--- config.mk ---
export PLATFORM = sky130hd
export DESIGN_NAME = rsq_seed
export DESIGN_NICKNAME = d
export VERILOG_FILES = /design/src/rtl/rsq_pkg.sv /design/src/rtl/rsq_classify.sv /design/src/rtl/rsq_seed_rom.sv /design/src/rtl/rsq_assemble.sv /design/src/rtl/rsq_seed.sv
export SDC_FILE = /design/constraint.sdc
export NUM_CORES = 1
export LEC_CHECK = 0
export ABC_AREA = 1
export BUFFER_PORTS_ARGS = -buffer_cell sky130_fd_sc_hd__clkbuf_2
export CAP_MARGIN = 20
export CELL_PAD_IN_SITES_DETAIL_PLACEMENT = 0
export CELL_PAD_IN_SITES_GLOBAL_PLACEMENT = 2
export CORE_UTILIZATION = 24
export CTS_CLUSTER_DIAMETER = 60
export DETAILED_ROUTE_END_ITERATION = 10
export GPL_TIMING_DRIVEN = 0
export PLACE_DENSITY_LB_ADDON = 0.3
export SLEW_MARGIN = 20
export SYNTH_ARGS = -nofsm -noshare
export SYNTH_HDL_FRONTEND = slang
export SYNTH_SLANG_ARGS = --single-unit
--- constraint.sdc ---
create_clock -name clk -period 1.95 [get_ports clk]
set_input_delay 0.39 -clock clk [delete_from_list [all_inputs] [get_ports clk]]
set_output_delay 0.39 -clock clk [all_outputs]
set_load 0.02 [all_outputs]
--- src/rtl/rsq_pkg.sv ---
package rsq_pkg;

    localparam int FP_W      = 32;
    localparam int EXP_W     = 8;
    localparam int FRAC_W    = 23;
    localparam int SEED_W    = 8;
    localparam int SEED_MANT = 6;

    localparam logic [FP_W-1:0]  RES_QNAN        = 32'h7FC0_0000;
    localparam logic [FP_W-1:0]  RES_NEG_INVALID = 32'h7FC0_0004;
    localparam logic [EXP_W-1:0] EXP_ALL1        = '1;
    localparam logic [EXP_W-1:0] EXP_OFFSET      = 8'hBD;

    typedef enum logic [2:0] {
        CLS_QNAN,
        CLS_SNAN,
        CLS_ZERO,
        CLS_NEG,
        CLS_PINF,
        CLS_NORM
    } op_class_e;

    typedef struct packed {
        logic              sign;
        logic [EXP_W-1:0]  expo;
        logic [FRAC_W-1:0] frac;
    } fp_t;

    typedef struct packed {
        logic [FP_W-1:0] value;
        logic            invalid;
    } seed_res_t;

    function automatic logic [SEED_MANT:0] seed_index(fp_t f);
        logic [EXP_W-1:0] e1;
        e1 = f.expo - 1'b1;
        return {e1[0], f.frac[FRAC_W-1 -: SEED_MANT]};
    endfunction

    function automatic logic [EXP_W-1:0] seed_exp(fp_t f);
        logic [EXP_W-1:0] e1;
        e1 = f.expo - 1'b1;
        return EXP_OFFSET - (e1 >> 1);
    endfunction

endpackage

--- src/rtl/rsq_classify.sv ---
module rsq_classify
    import rsq_pkg::*;
(
    input  fp_t       op,
    output op_class_e cls
);

    logic exp_max;
    logic exp_zero;
    logic frac_nz;

    assign exp_max  = (op.expo == EXP_ALL1);
    assign exp_zero = (op.expo == '0);
    assign frac_nz  = |op.frac;

    // Priority: NaN first, then zero/denormal, then sign, then infinity
    always_comb begin
        if (exp_max && frac_nz) begin
            cls = op.frac[FRAC_W-1] ? CLS_QNAN : CLS_SNAN;
        end else if (exp_zero) begin
            cls = CLS_ZERO;
        end else if (op.sign) begin
            cls = CLS_NEG;
        end else if (exp_max) begin
            cls = CLS_PINF;
        end else begin
            cls = CLS_NORM;
        end
    end

endmodule

--- src/rtl/rsq_seed_rom.sv ---
module rsq_seed_rom #(
    parameter int MANT_BITS = 6,
    parameter int SEED_BITS = 8
) (
    input  logic [MANT_BITS:0]   idx,
    output logic [SEED_BITS-1:0] seed
);

    localparam int PAIRS  = 2 ** MANT_BITS;
    localparam int STEP_W = SEED_BITS - 1;

    // Upper bits shared by each even/odd entry pair; the LSB is 1 on even
    // indices and 0 on odd ones.
    localparam int PAIR_TAB [PAIRS] = '{
        126, 122, 119, 115, 112, 108, 105, 102, 100, 97,
        94,  92,  89,  87,  84,  82,  80,  78,  76,  74,
        72,  70,  68,  66,  65,  63,  61,  60,  58,  57,
        55,  54,  51,  49,  46,  44,  41,  39,  37,  35,
        33,  31,  29,  27,  26,  24,  22,  21,  19,  18,
        16,  15,  13,  12,  11,  9,   8,   7,   6,   5,
        4,   3,   2,   1
    };

    logic [STEP_W-1:0] pair_val;

    always_comb begin
        pair_val = STEP_W'(PAIR_TAB[idx[MANT_BITS:1]]);
        seed     = {pair_val, ~idx[0]};
    end

endmodule

--- src/rtl/rsq_assemble.sv ---
module rsq_assemble
    import rsq_pkg::*;
(
    input  fp_t               op,
    input  op_class_e         cls,
    input  logic [SEED_W-1:0] seed,
    output seed_res_t         res
);

    localparam int PAD_W = FRAC_W - SEED_W;

    always_comb begin
        res.invalid = 1'b0;
        unique case (cls)
            CLS_QNAN: res.value = RES_QNAN;
            CLS_SNAN: begin
                res.value   = RES_QNAN;
                res.invalid = 1'b1;
            end
            CLS_ZERO: res.value = {op.sign, EXP_ALL1, {FRAC_W{1'b0}}};
            CLS_NEG: begin
                res.value   = RES_NEG_INVALID;
                res.invalid = 1'b1;
            end
            CLS_PINF: res.value = '0;
            default:  res.value = {op.sign, seed_exp(op), seed, {PAD_W{1'b0}}};
        endcase
    end

endmodule

--- src/rtl/rsq_seed.sv ---
module rsq_seed
    import rsq_pkg::*;
(
    input  logic            clk,
    input  logic            rst,
    input  logic            in_valid,
    input  logic [FP_W-1:0] in_op,
    output logic            out_valid,
    output logic [FP_W-1:0] out_res,
    output logic            out_invalid,
    output logic            out_summary
);

    fp_t               op_f;
    op_class_e         cls;
    logic [SEED_W-1:0] seed;
    seed_res_t         nxt;

    assign op_f = fp_t'(in_op);

    rsq_classify u_classify (
        .op  (op_f),
        .cls (cls)
    );

    rsq_seed_rom #(
        .MANT_BITS (SEED_MANT),
        .SEED_BITS (SEED_W)
    ) u_rom (
        .idx  (seed_index(op_f)),
        .seed (seed)
    );

    rsq_assemble u_assemble (
        .op   (op_f),
        .cls  (cls),
        .seed (seed),
        .res  (nxt)
    );

    always_ff @(posedge clk) begin
        if (rst) begin
            out_valid   <= 1'b0;
            out_res     <= '0;
            out_invalid <= 1'b0;
            out_summary <= 1'b0;
        end else begin
            out_valid <= in_valid;
            if (in_valid) begin
                out_res     <= nxt.value;
                out_invalid <= nxt.invalid;
                out_summary <= nxt.invalid;
            end
        end
    end

    logic in_nan;
    logic in_pos_norm;
    assign in_nan      = (in_op[30:23] == 8'hFF) && (in_op[22:0] != '0);
    assign in_pos_norm = !in_op[31] && (in_op[30:23] != 8'h00) && (in_op[30:23] != 8'hFF);

    AST_LAT_ON: assert property (@(posedge clk) disable iff (rst)
        in_valid |=> out_valid);
    AST_LAT_OFF: assert property (@(posedge clk) disable iff (rst)
        !in_valid |=> !out_valid);
    AST_HOLD: assert property (@(posedge clk) disable iff (rst)
        !in_valid |=> $stable(out_res) && $stable(out_invalid));
    AST_NAN_CANON: assert property (@(posedge clk) disable iff (rst)
        in_valid && in_nan |=> out_res == 32'h7FC0_0000);
    AST_SNAN_FLAG: assert property (@(posedge clk) disable iff (rst)
        in_valid && in_nan && !in_op[22] |=> out_invalid && out_summary);
    AST_INV_CANON: assert property (@(posedge clk) disable iff (rst)
        out_valid && out_invalid |->
            (out_res == 32'h7FC0_0000) || (out_res == 32'h7FC0_0004));
    AST_NORM_LOW: assert property (@(posedge clk) disable iff (rst)
        in_valid && in_pos_norm |=> (out_res[14:0] == '0) && !out_invalid);

endmodule

# Word level (Yosys, flattened, before mapping)
# Memories as Yosys holds them, arrays and structs flattened.
# Cells that the tools add are included.
# totals
ff_bits	34
romBits	2048
inputBits	35
output_inout_bits	35
wordCells	29
memories	1
# mem_list
name	words	word_bits	read_ports	rd_ports_with_merged_regs	wr	line_no	rtl
(no name shown)	64	32	1	0	0	rsq_seed_rom.sv:27	pair_val = STEP_W'(PAIR_TAB[idx[MANT_BITS:1]]);
# op_classes
addsub	2
order_cmp	1
eq_ne	5
muxes	9
n_bitwise	2
n_reduce_logical	6
# ops
operator	n
32-bit one-hot mux with 4 select lines	1
23-bit OR reduction	1
7-bit two-way mux	2
3-bit two-way mux	3
8-bit equality test, second input constant	1
8-bit zero test	1
8-bit by 1-bit subtractor with 8-bit output, second input constant	1
8-bit by 7-bit subtractor with 8-bit output, first input constant	1
7-bit >= comparator, second input constant	1
6-bit NOT with 7-bit output	1
3-bit by 2-bit equality test with 1-bit output, second input constant	2
2-bit OR reduction	2
3-bit by 1-bit equality test with 1-bit output, second input constant	1
3-bit equality test, second input constant	1
3-bit zero test	1
1-bit two-way mux	3
1-bit logical AND	1
1-bit NOT	1

# Logic depth before layout (Yosys ltp)
# Gate-level depths: netlist of the first run.
# logic_depth
depth_word	8
mapped_depth	13
depth_no_buf	12

# Hierarchy
# A second synthesis of the first run with hierarchy kept.
# unflattened
cells_unflattened	500
area_unflattened_um2	2765.2
# modules_own_cells
module	instances	cells_per_inst	area_each_um2	seq_area_each_um2
rsq_seed	1	214	1382.6	680.7
rsq_seed_rom	1	132	655.6	0.0
rsq_assemble	1	108	531.8	0.0
rsq_classify	1	46	195.2	0.0

# Worst setup path after synthesis of the first run
# No wires, ideal clock.
# synth_timing
path_kind	input-to-reg
start	input port in_op[23]
end	register out_res[30]
setup_time_ns	0.109
arrival_time_ns	1.739
required_ns	1.841
slack_ns	0.101
stages	12
n_path_buf	1
path_cell_list	inv_2 buf_6 ha_1 xor2_1 ha_1 inv_1 nor2_1 nand3b_1 nand2_1 nand3_1 nand2_1 inv_1
# synth_between
elab_chain_cells	8
word_cells_on_any_way	16
cone_classes	add/sub (2); eq/ne (5); mux (5); reduce/logical (4)
# synth_lines
element	line_no	rtl
start: declaration	rsq_seed.sv:7	input logic [FP_W-1:0] in_op,
parallel branches: the longest is 7 deep, another holds 8-bit by 1-bit subtractor with 8-bit output	--	
32-bit one-hot mux with 4 select lines (*)	rsq_assemble.sv:14	unique case (cls)
end signal: assignment	rsq_seed.sv:50	out_res <= nxt.value;
end: declaration	rsq_seed.sv:9	output logic [FP_W-1:0] out_res,
# Mark *: on every way between the ends.
# A chain may end at the register's enable or synchronous reset.

# Final worst setup path of the first run
# Same ends and word-level chain as after synthesis.

==> results.sh, run 1 <==
export IMPL_gp_routability_congestion=0.864
export IMPL_vias=2182
export IMPL_grt_first_pass_wirelength_um=9360
export IMPL_most_common_layout_cells="87 x nand2_1, 53 x clkbuf_2, 41 x nor2_1"
export IMPL_ff2ff_path_depth=4
export IMPL_wl_per_cell_um=11.2
export IMPL_io_pins=70
export IMPL_numClockSinks=20
export IMPL_std_cell_rows=32
export IMPL_totalWireLength_um=5630
export IMPL_fillCellCount=912
export IMPL_timing_critical_path_from="in_op[23]"
export IMPL_final_net_count=449
export IMPL_antenna_found_initial=0
export IMPL_die_w_um=91.0
export IMPL_critical_path_endpoint_type="flip-flop"
export IMPL_syn_inst=327
export IMPL_synth_avg_cell_area_um2=5.81
export IMPL_root_buffer="clkbuf_8"
export IMPL_ys_top_cells_by_area="dfxtp_1 21%, nand2_1 17%, nor2_1 8.5%"
export IMPL_leakagePower_nw=1.28
export IMPL_synth_enable_flop_cells=0
export IMPL_vias_in_the_first_global_route=2026
export IMPL_clock_latency_ps=250
export IMPL_fp_dieH_um=91.0
export IMPL_post_layout_total_power_mw=1.16
export IMPL_yosysTopAreaCellShare=0.211
export IMPL_antenna_violating_nets_post_route=0
export IMPL_worst_setup_path_start_kind="input port"
export IMPL_worst_setup_hold_path_clk_slew_ps=70
export IMPL_min_delay_path_class="in2reg"
export IMPL_finalWorstPathRequiredPeriod_ps=1770
export IMPL_power_density_mw_per_mm2=468
export IMPL_final_setup_viol_count=0
export IMPL_reg2reg_slack_ps=1250
export IMPL_cp_endpoint="out_res[30]"
export IMPL_ys_flop_type="dfxtp_1"
export IMPL_cts_htree_levels=1
export IMPL_fmax_mhz=564
export IMPL_power_ir_vdd_worst_v=0.000209
export IMPL_critPathArrivalTime_ps=1930
export IMPL_dieArea_mm2=0.00828
export IMPL_clk_path_buf_depth=2
export IMPL_crit_path_max_delay_cell_type="clkbuf_4"
export IMPL_gr_util_all_layers=0.138
export IMPL_post_route_period_util=0.909
export IMPL_timing_setup_critical_path_class="in2reg"
export IMPL_post_synth_instance_area_mm2=0.00190
export IMPL_n_antenna_cell=0
export IMPL_reg2reg_from="out_res[29]"
export IMPL_finalSetupTns_ps=0
export IMPL_floorplan_initialDensity=0.247
export IMPL_postSynth_asyncResetShare=0
export IMPL_cts_buffers_inserted=3
export IMPL_drt_iter0_markers=86
export IMPL_timing_critical_path_slowest_cell_delay_ps=180
export IMPL_clock_skew_ps=0
export IMPL_worst_path_max_fanout=11
export IMPL_synth_top_area_cell="dfxtp_1"
export IMPL_grt_start_max_net_pins=12
export IMPL_drt_first_pass_iters=7
export IMPL_run_status="finished with violations"
export IMPL_core_area_mm2=0.00769
export IMPL_yosysSeqAreaShare=0.211
export IMPL_dp_hpwl_um=4620
export IMPL_timing_slew_headroom=0.646
export IMPL_synth_lib_cells_used_distinct=25
export IMPL_timing_max_transition_violations_final=0
export IMPL_drcViolationCount=1
export IMPL_post_detailed_route_via_to_cell_ratio=4.34
export IMPL_drive_above_1_share=0.254
export IMPL_port_buffers=54
export IMPL_post_cts_hold_buffer_count=0
export IMPL_critical_path_reg2reg_endpoint="out_res[29]"
export IMPL_cts_tree="done"
export IMPL_max_cap_viol_count=0
export IMPL_most_frequent_standard_cell_in_the_layout_excluding_fill_and_tap_cells="nand2_1"
export IMPL_worst_slew_pin_slew_ps=530
export IMPL_synth_seq_cells=20
export IMPL_violations="DRC"
export IMPL_critical_path_cell_chain="clkbuf_4 > inv_2 > buf_6 > ha_1 > inv_1 > nor2_1 > nand3_2 > nand4_1 > buf_4 > nor2_1 > nand2_1 > nand3_1 > nand2_1 > inv_1"
export IMPL_ys_warnings_count=0
export IMPL_gr_total_overflow=0
export IMPL_hold_viol=0
export IMPL_synthToLayoutAreaGrowth_pct=30.1
export IMPL_worstPathRequired_ps=2100
==> kinds of logic (layout without fill, tap and decap cells) <==
| kind of cell | Yosys count | after routing | share of synthesized area |
|---|---|---|---|
| flip-flops | 20 | 20 | 0.211 |
| multiplexers | 1 | 1 | 0.00527 |
| other | 1 | 14 | 0.00197 |
| XOR/XNOR | 2 | 2 | 0.00922 |
| AND/OR/NAND/NOR | 174 | 174 | 0.380 |
| buffers and inverters | 62 | 123 | 0.160 |
| AO/OA/AOI/OAI | 56 | 56 | 0.161 |
| adder cells (fa/ha/maj) | 11 | 11 | 0.0724 |
==> cell usage after synthesis, types with 6 or more instances <==
| library cell | count |
|---|---|
| inv_1 | 32 |
| nand3_1 | 30 |
| buf_4 | 15 |
| dfxtp_1 | 20 |
| nor2_1 | 43 |
| o21ai_0 | 20 |
| buf_2 | 6 |
| nand2_1 | 88 |
| ha_1 | 11 |
| a21oi_1 | 24 |
==> routing by layer <==
metal / part of all wire / GRT usage
met2: 0.44 / 0.234
met1: 0.51 / 0.184
met4: 0.014 / 0.0357
met3: 0.042 / 0.0151
met5: 0 / 0
==> registers in the layout, summed over array words and instances, names as in the netlist <==
signal,cells
out_valid,1
out_res,18
out_summary,1
==> worst max-delay path: cells and delay by family <==
family        cells  cell delay [ps]
buf+inv           6              640
simple gates      7              740
fa+ha+maj         1              150
==> power by group <==
| group | total (mW) | internal [mW] | switching, mW |
|---|---|---|---|
| Clock | 0.268 | 0.137 | 0.131 |
| Combinational | 0.440 | 0.163 | 0.277 |
| Sequential | 0.448 | 0.435 | 0.0138 |
| Total | 1.16 | 0.735 | 0.422 |
==> metrics by stage <==
step / utilization / instance area [um2] / setup slack [ps] / hold WS (ps) / std cells
floorplan: - / 1950 / 101 / 545 / 340
global placement: 0.305 / 2350 / -423 / 455 / 496
detailed placement: 0.305 / 2350 / -430 / 457 / 496
CTS: 0.316 / 2430 / 1.77 / 422 / 502
global route: 0.322 / 2470 / -14.3 / 484 / 503
finish: 0.322 / 2470 / 178 / 415 / 503
==> layout make-up <==
type,count,area [um2],area share
multi-input combinational,258,1300,0.524
sequential,20,400,0.162
timing repair buffer,58,303,0.122
buffer,26,169,0.0683
inverter,36,135,0.0547
tap,102,128,0.0516
clock buffer,3,41.3,0.0167
==> how the worst min path moves through the flow <==
stage | slack, ps | depth (start not counted) | start | to
floorplan | 550 | 2 | out_res[16] | out_res[16]
CTS | 420 | 3 | in_op[31] | out_res[31]
detailed placement | 460 | 2 | out_res[19] | out_res[19]
global placement | 460 | 2 | out_res[19] | out_res[19]
global route | 480 | 3 | in_op[31] | out_res[31]
finish | 410 | 3 | in_op[31] | out_res[31]
==> repair_timing <==
action	4_1_cts	5_1_grt
pin swaps	1	1
setup buffers	3	1
cloned	0	0
setup endpoints to repair	7	8
endpoints found under the hold margin	0	0
gates resized for setup	3	11
No activity file was read; power rests on OpenSTA's default activity.
==> run 2, diff against run 1 <==
--- a/config.mk
+++ b/config.mk
@@ -6,7 +6,7 @@
 export NUM_CORES = 1
 export LEC_CHECK = 0
 export ABC_AREA = 1
-export BUFFER_PORTS_ARGS = -buffer_cell sky130_fd_sc_hd__clkbuf_2
+export BUFFER_PORTS_ARGS = -buffer_cell sky130_fd_sc_hd__buf_2
 export CAP_MARGIN = 20
 export CELL_PAD_IN_SITES_DETAIL_PLACEMENT = 0
 export CELL_PAD_IN_SITES_GLOBAL_PLACEMENT = 2
@@ -14,7 +14,7 @@
 export CTS_CLUSTER_DIAMETER = 60
 export DETAILED_ROUTE_END_ITERATION = 10
 export GPL_TIMING_DRIVEN = 0
-export PLACE_DENSITY_LB_ADDON = 0.3
+export PLACE_DENSITY_LB_ADDON = 0.1
 export SLEW_MARGIN = 20
 export SYNTH_ARGS = -nofsm -noshare
 export SYNTH_HDL_FRONTEND = slang
==> results.sh, run 2 (synthesized netlist as in run 1, its figures left out) <==
export IMPL_finalWorstSetupSlack_ps=165
export IMPL_switching_share=0.357
export IMPL_clkPwrFrac=0.263
export IMPL_run_status="completed"
export IMPL_internal_power_mw=0.775
export IMPL_finalSetupTns_ps=0
export IMPL_drive_above_1_share=0.243
export IMPL_gp_routability_congestion=0.820
export IMPL_dieArea_mm2=0.00828
export IMPL_grt_start_max_net_pins=12
export IMPL_worst_setup_path_start_kind="input port"
export IMPL_std_cell_rows=32
export IMPL_cts_tree="done"
export IMPL_power_ir_vdd_worst_v=0.000262
export IMPL_synthToLayoutAreaGrowth_pct=29.6
export IMPL_drt_iter0_markers=63
export IMPL_clock_skew_ps=0
export IMPL_drcViolationCount=0
export IMPL_core_area_mm2=0.00769
export IMPL_timing_setup_critical_path_class="in2reg"
export IMPL_antenna_violating_nets_post_route=0
export IMPL_worst_setup_hold_path_clk_slew_ps=80
export IMPL_port_buffers=54
export IMPL_floorplan_initialDensity=0.247
export IMPL_worst_path_max_fanout=8
export IMPL_reg_largest_list="out_res: 18 flops, out_summary: 1 flops, out_valid: 1 flops"
export IMPL_most_common_layout_cells="88 x nand2_1, 60 x buf_2, 42 x nor2_1"
export IMPL_fp_dieH_um=91.0
export IMPL_n_antenna_cell=0
export IMPL_final_setup_viol_count=0
export IMPL_timing_max_transition_violations_final=0
export IMPL_antenna_found_initial=0
export IMPL_final_net_count=447
export IMPL_vias=2200
export IMPL_gr_total_overflow=0
export IMPL_post_detailed_route_via_to_cell_ratio=4.38
export IMPL_post_route_period_util=0.915
export IMPL_clock_latency_ps=250
export IMPL_critPathArrivalTime_ps=1920
export IMPL_comb_power_share=0.367
export IMPL_seqPwrFrac=0.370
export IMPL_largest_reg_flops=18
export IMPL_max_cap_viol_count=0
export IMPL_clk_path_buf_depth=2
export IMPL_root_buffer="clkbuf_8"
export IMPL_gr_util_all_layers=0.146
export IMPL_most_frequent_standard_cell_in_the_layout_excluding_fill_and_tap_cells="nand2_1"
export IMPL_finalWorstPathRequiredPeriod_ps=1780
export IMPL_fmax_mhz=560
export IMPL_wl_per_cell_um=11.7
export IMPL_vias_in_the_first_global_route=2036
export IMPL_min_delay_path_class="in2reg"
export IMPL_p_switching_mw=0.430
export IMPL_dp_hpwl_um=4690
export IMPL_die_w_um=91.0
export IMPL_cts_buffers_inserted=3
export IMPL_worstPathRequired_ps=2090
export IMPL_drt_first_pass_iters=4
export IMPL_top_register="out_res"
export IMPL_cts_htree_levels=1
export IMPL_leakagePower_nw=1.29
export IMPL_io_pins=70
export IMPL_hold_viol=0
export IMPL_grt_first_pass_wirelength_um=9950
export IMPL_critical_path_endpoint_type="flip-flop"
export IMPL_grt_setup_unrepaired="no"
export IMPL_post_place_setup_slack_ps=-333
export IMPL_numClockSinks=20
export IMPL_totalWireLength_um=5850
export IMPL_power_density_mw_per_mm2=489
==> run 2: cell types whose count changed in the layout (fill, tap and decap cells not counted), sizes merged <==
cell / previous run / this run
buf: 26 / 78
clkbuf: 61 / 8
==> run 2: what timing repair did <==
action	in CTS	in global routing
setup buffers	0	2
endpoints found under the setup margin	2	12
gates resized for setup	1	8
endpoints found under the hold margin	0	0
pin swaps	0	2
hold buffers	0	0
==> run 2: final timing paths <==
check,startpoint,to,slack (ps),depth (start not counted)
setup / recovery,in_op[19],out_res[27],170,12
hold / removal,in_op[31],out_res[31],420,3
setup reg to reg,out_res[29],out_res[29],1260,4
hold reg to reg,out_res[16],out_res[16],470,2
==> run 2: critical path, cell delays in order <==
cell and delay [ps]:
buf_2 160, inv_1 130, ha_1 200, nand2_1 130, nor2_1 150, nand3_1 140, nand2_1 150, nand2_1 160
nand2_4 130, nand2_1 50, nor2_1 90, nor2_1 40
==> run 2: final cells by class <==
class,count,area (um2)
buffer,26,169
tap,102,128
sequential,20,400
inverter,36,135
multi-input combinational,258,1290
clock buffer,4,55.1
fill,922,5220
timing repair buffer,56,285
==> run 2: power groups by stage <==
| stage | logic [mW] | clock network (mW) | registers, mW |
|---|---|---|---|
| floorplan | 0.259 | 0 | 0.488 |
| global placement | 0.433 | 0 | 0.456 |
| detailed placement | 0.429 | 0 | 0.456 |
| CTS | 0.432 | 0.324 | 0.446 |
| global route | 0.500 | 0.340 | 0.450 |
| finish | 0.442 | 0.317 | 0.446 |
==> run 2: metal layers <==
layer	vias to the layer above	wire, um	GRT usage
li1	1176	-	-
met3	4	248	0.0117
met2	60	2510	0.240
met4	0	42	0.0238
met1	960	3050	0.209
met5	-	0	0
==> run 2: stage by stage <==
stage	hold slack [ps]	total power, mW	cell area, um2	util	instances
after global routing	465	1.29	2460	0.320	502
after CTS	426	1.20	2410	0.313	500
after global placement	449	0.889	2350	0.305	496
after detailed placement	456	0.885	2350	0.305	496
after floorplan	545	0.747	1950	-	340
final	424	1.21	2460	0.320	502
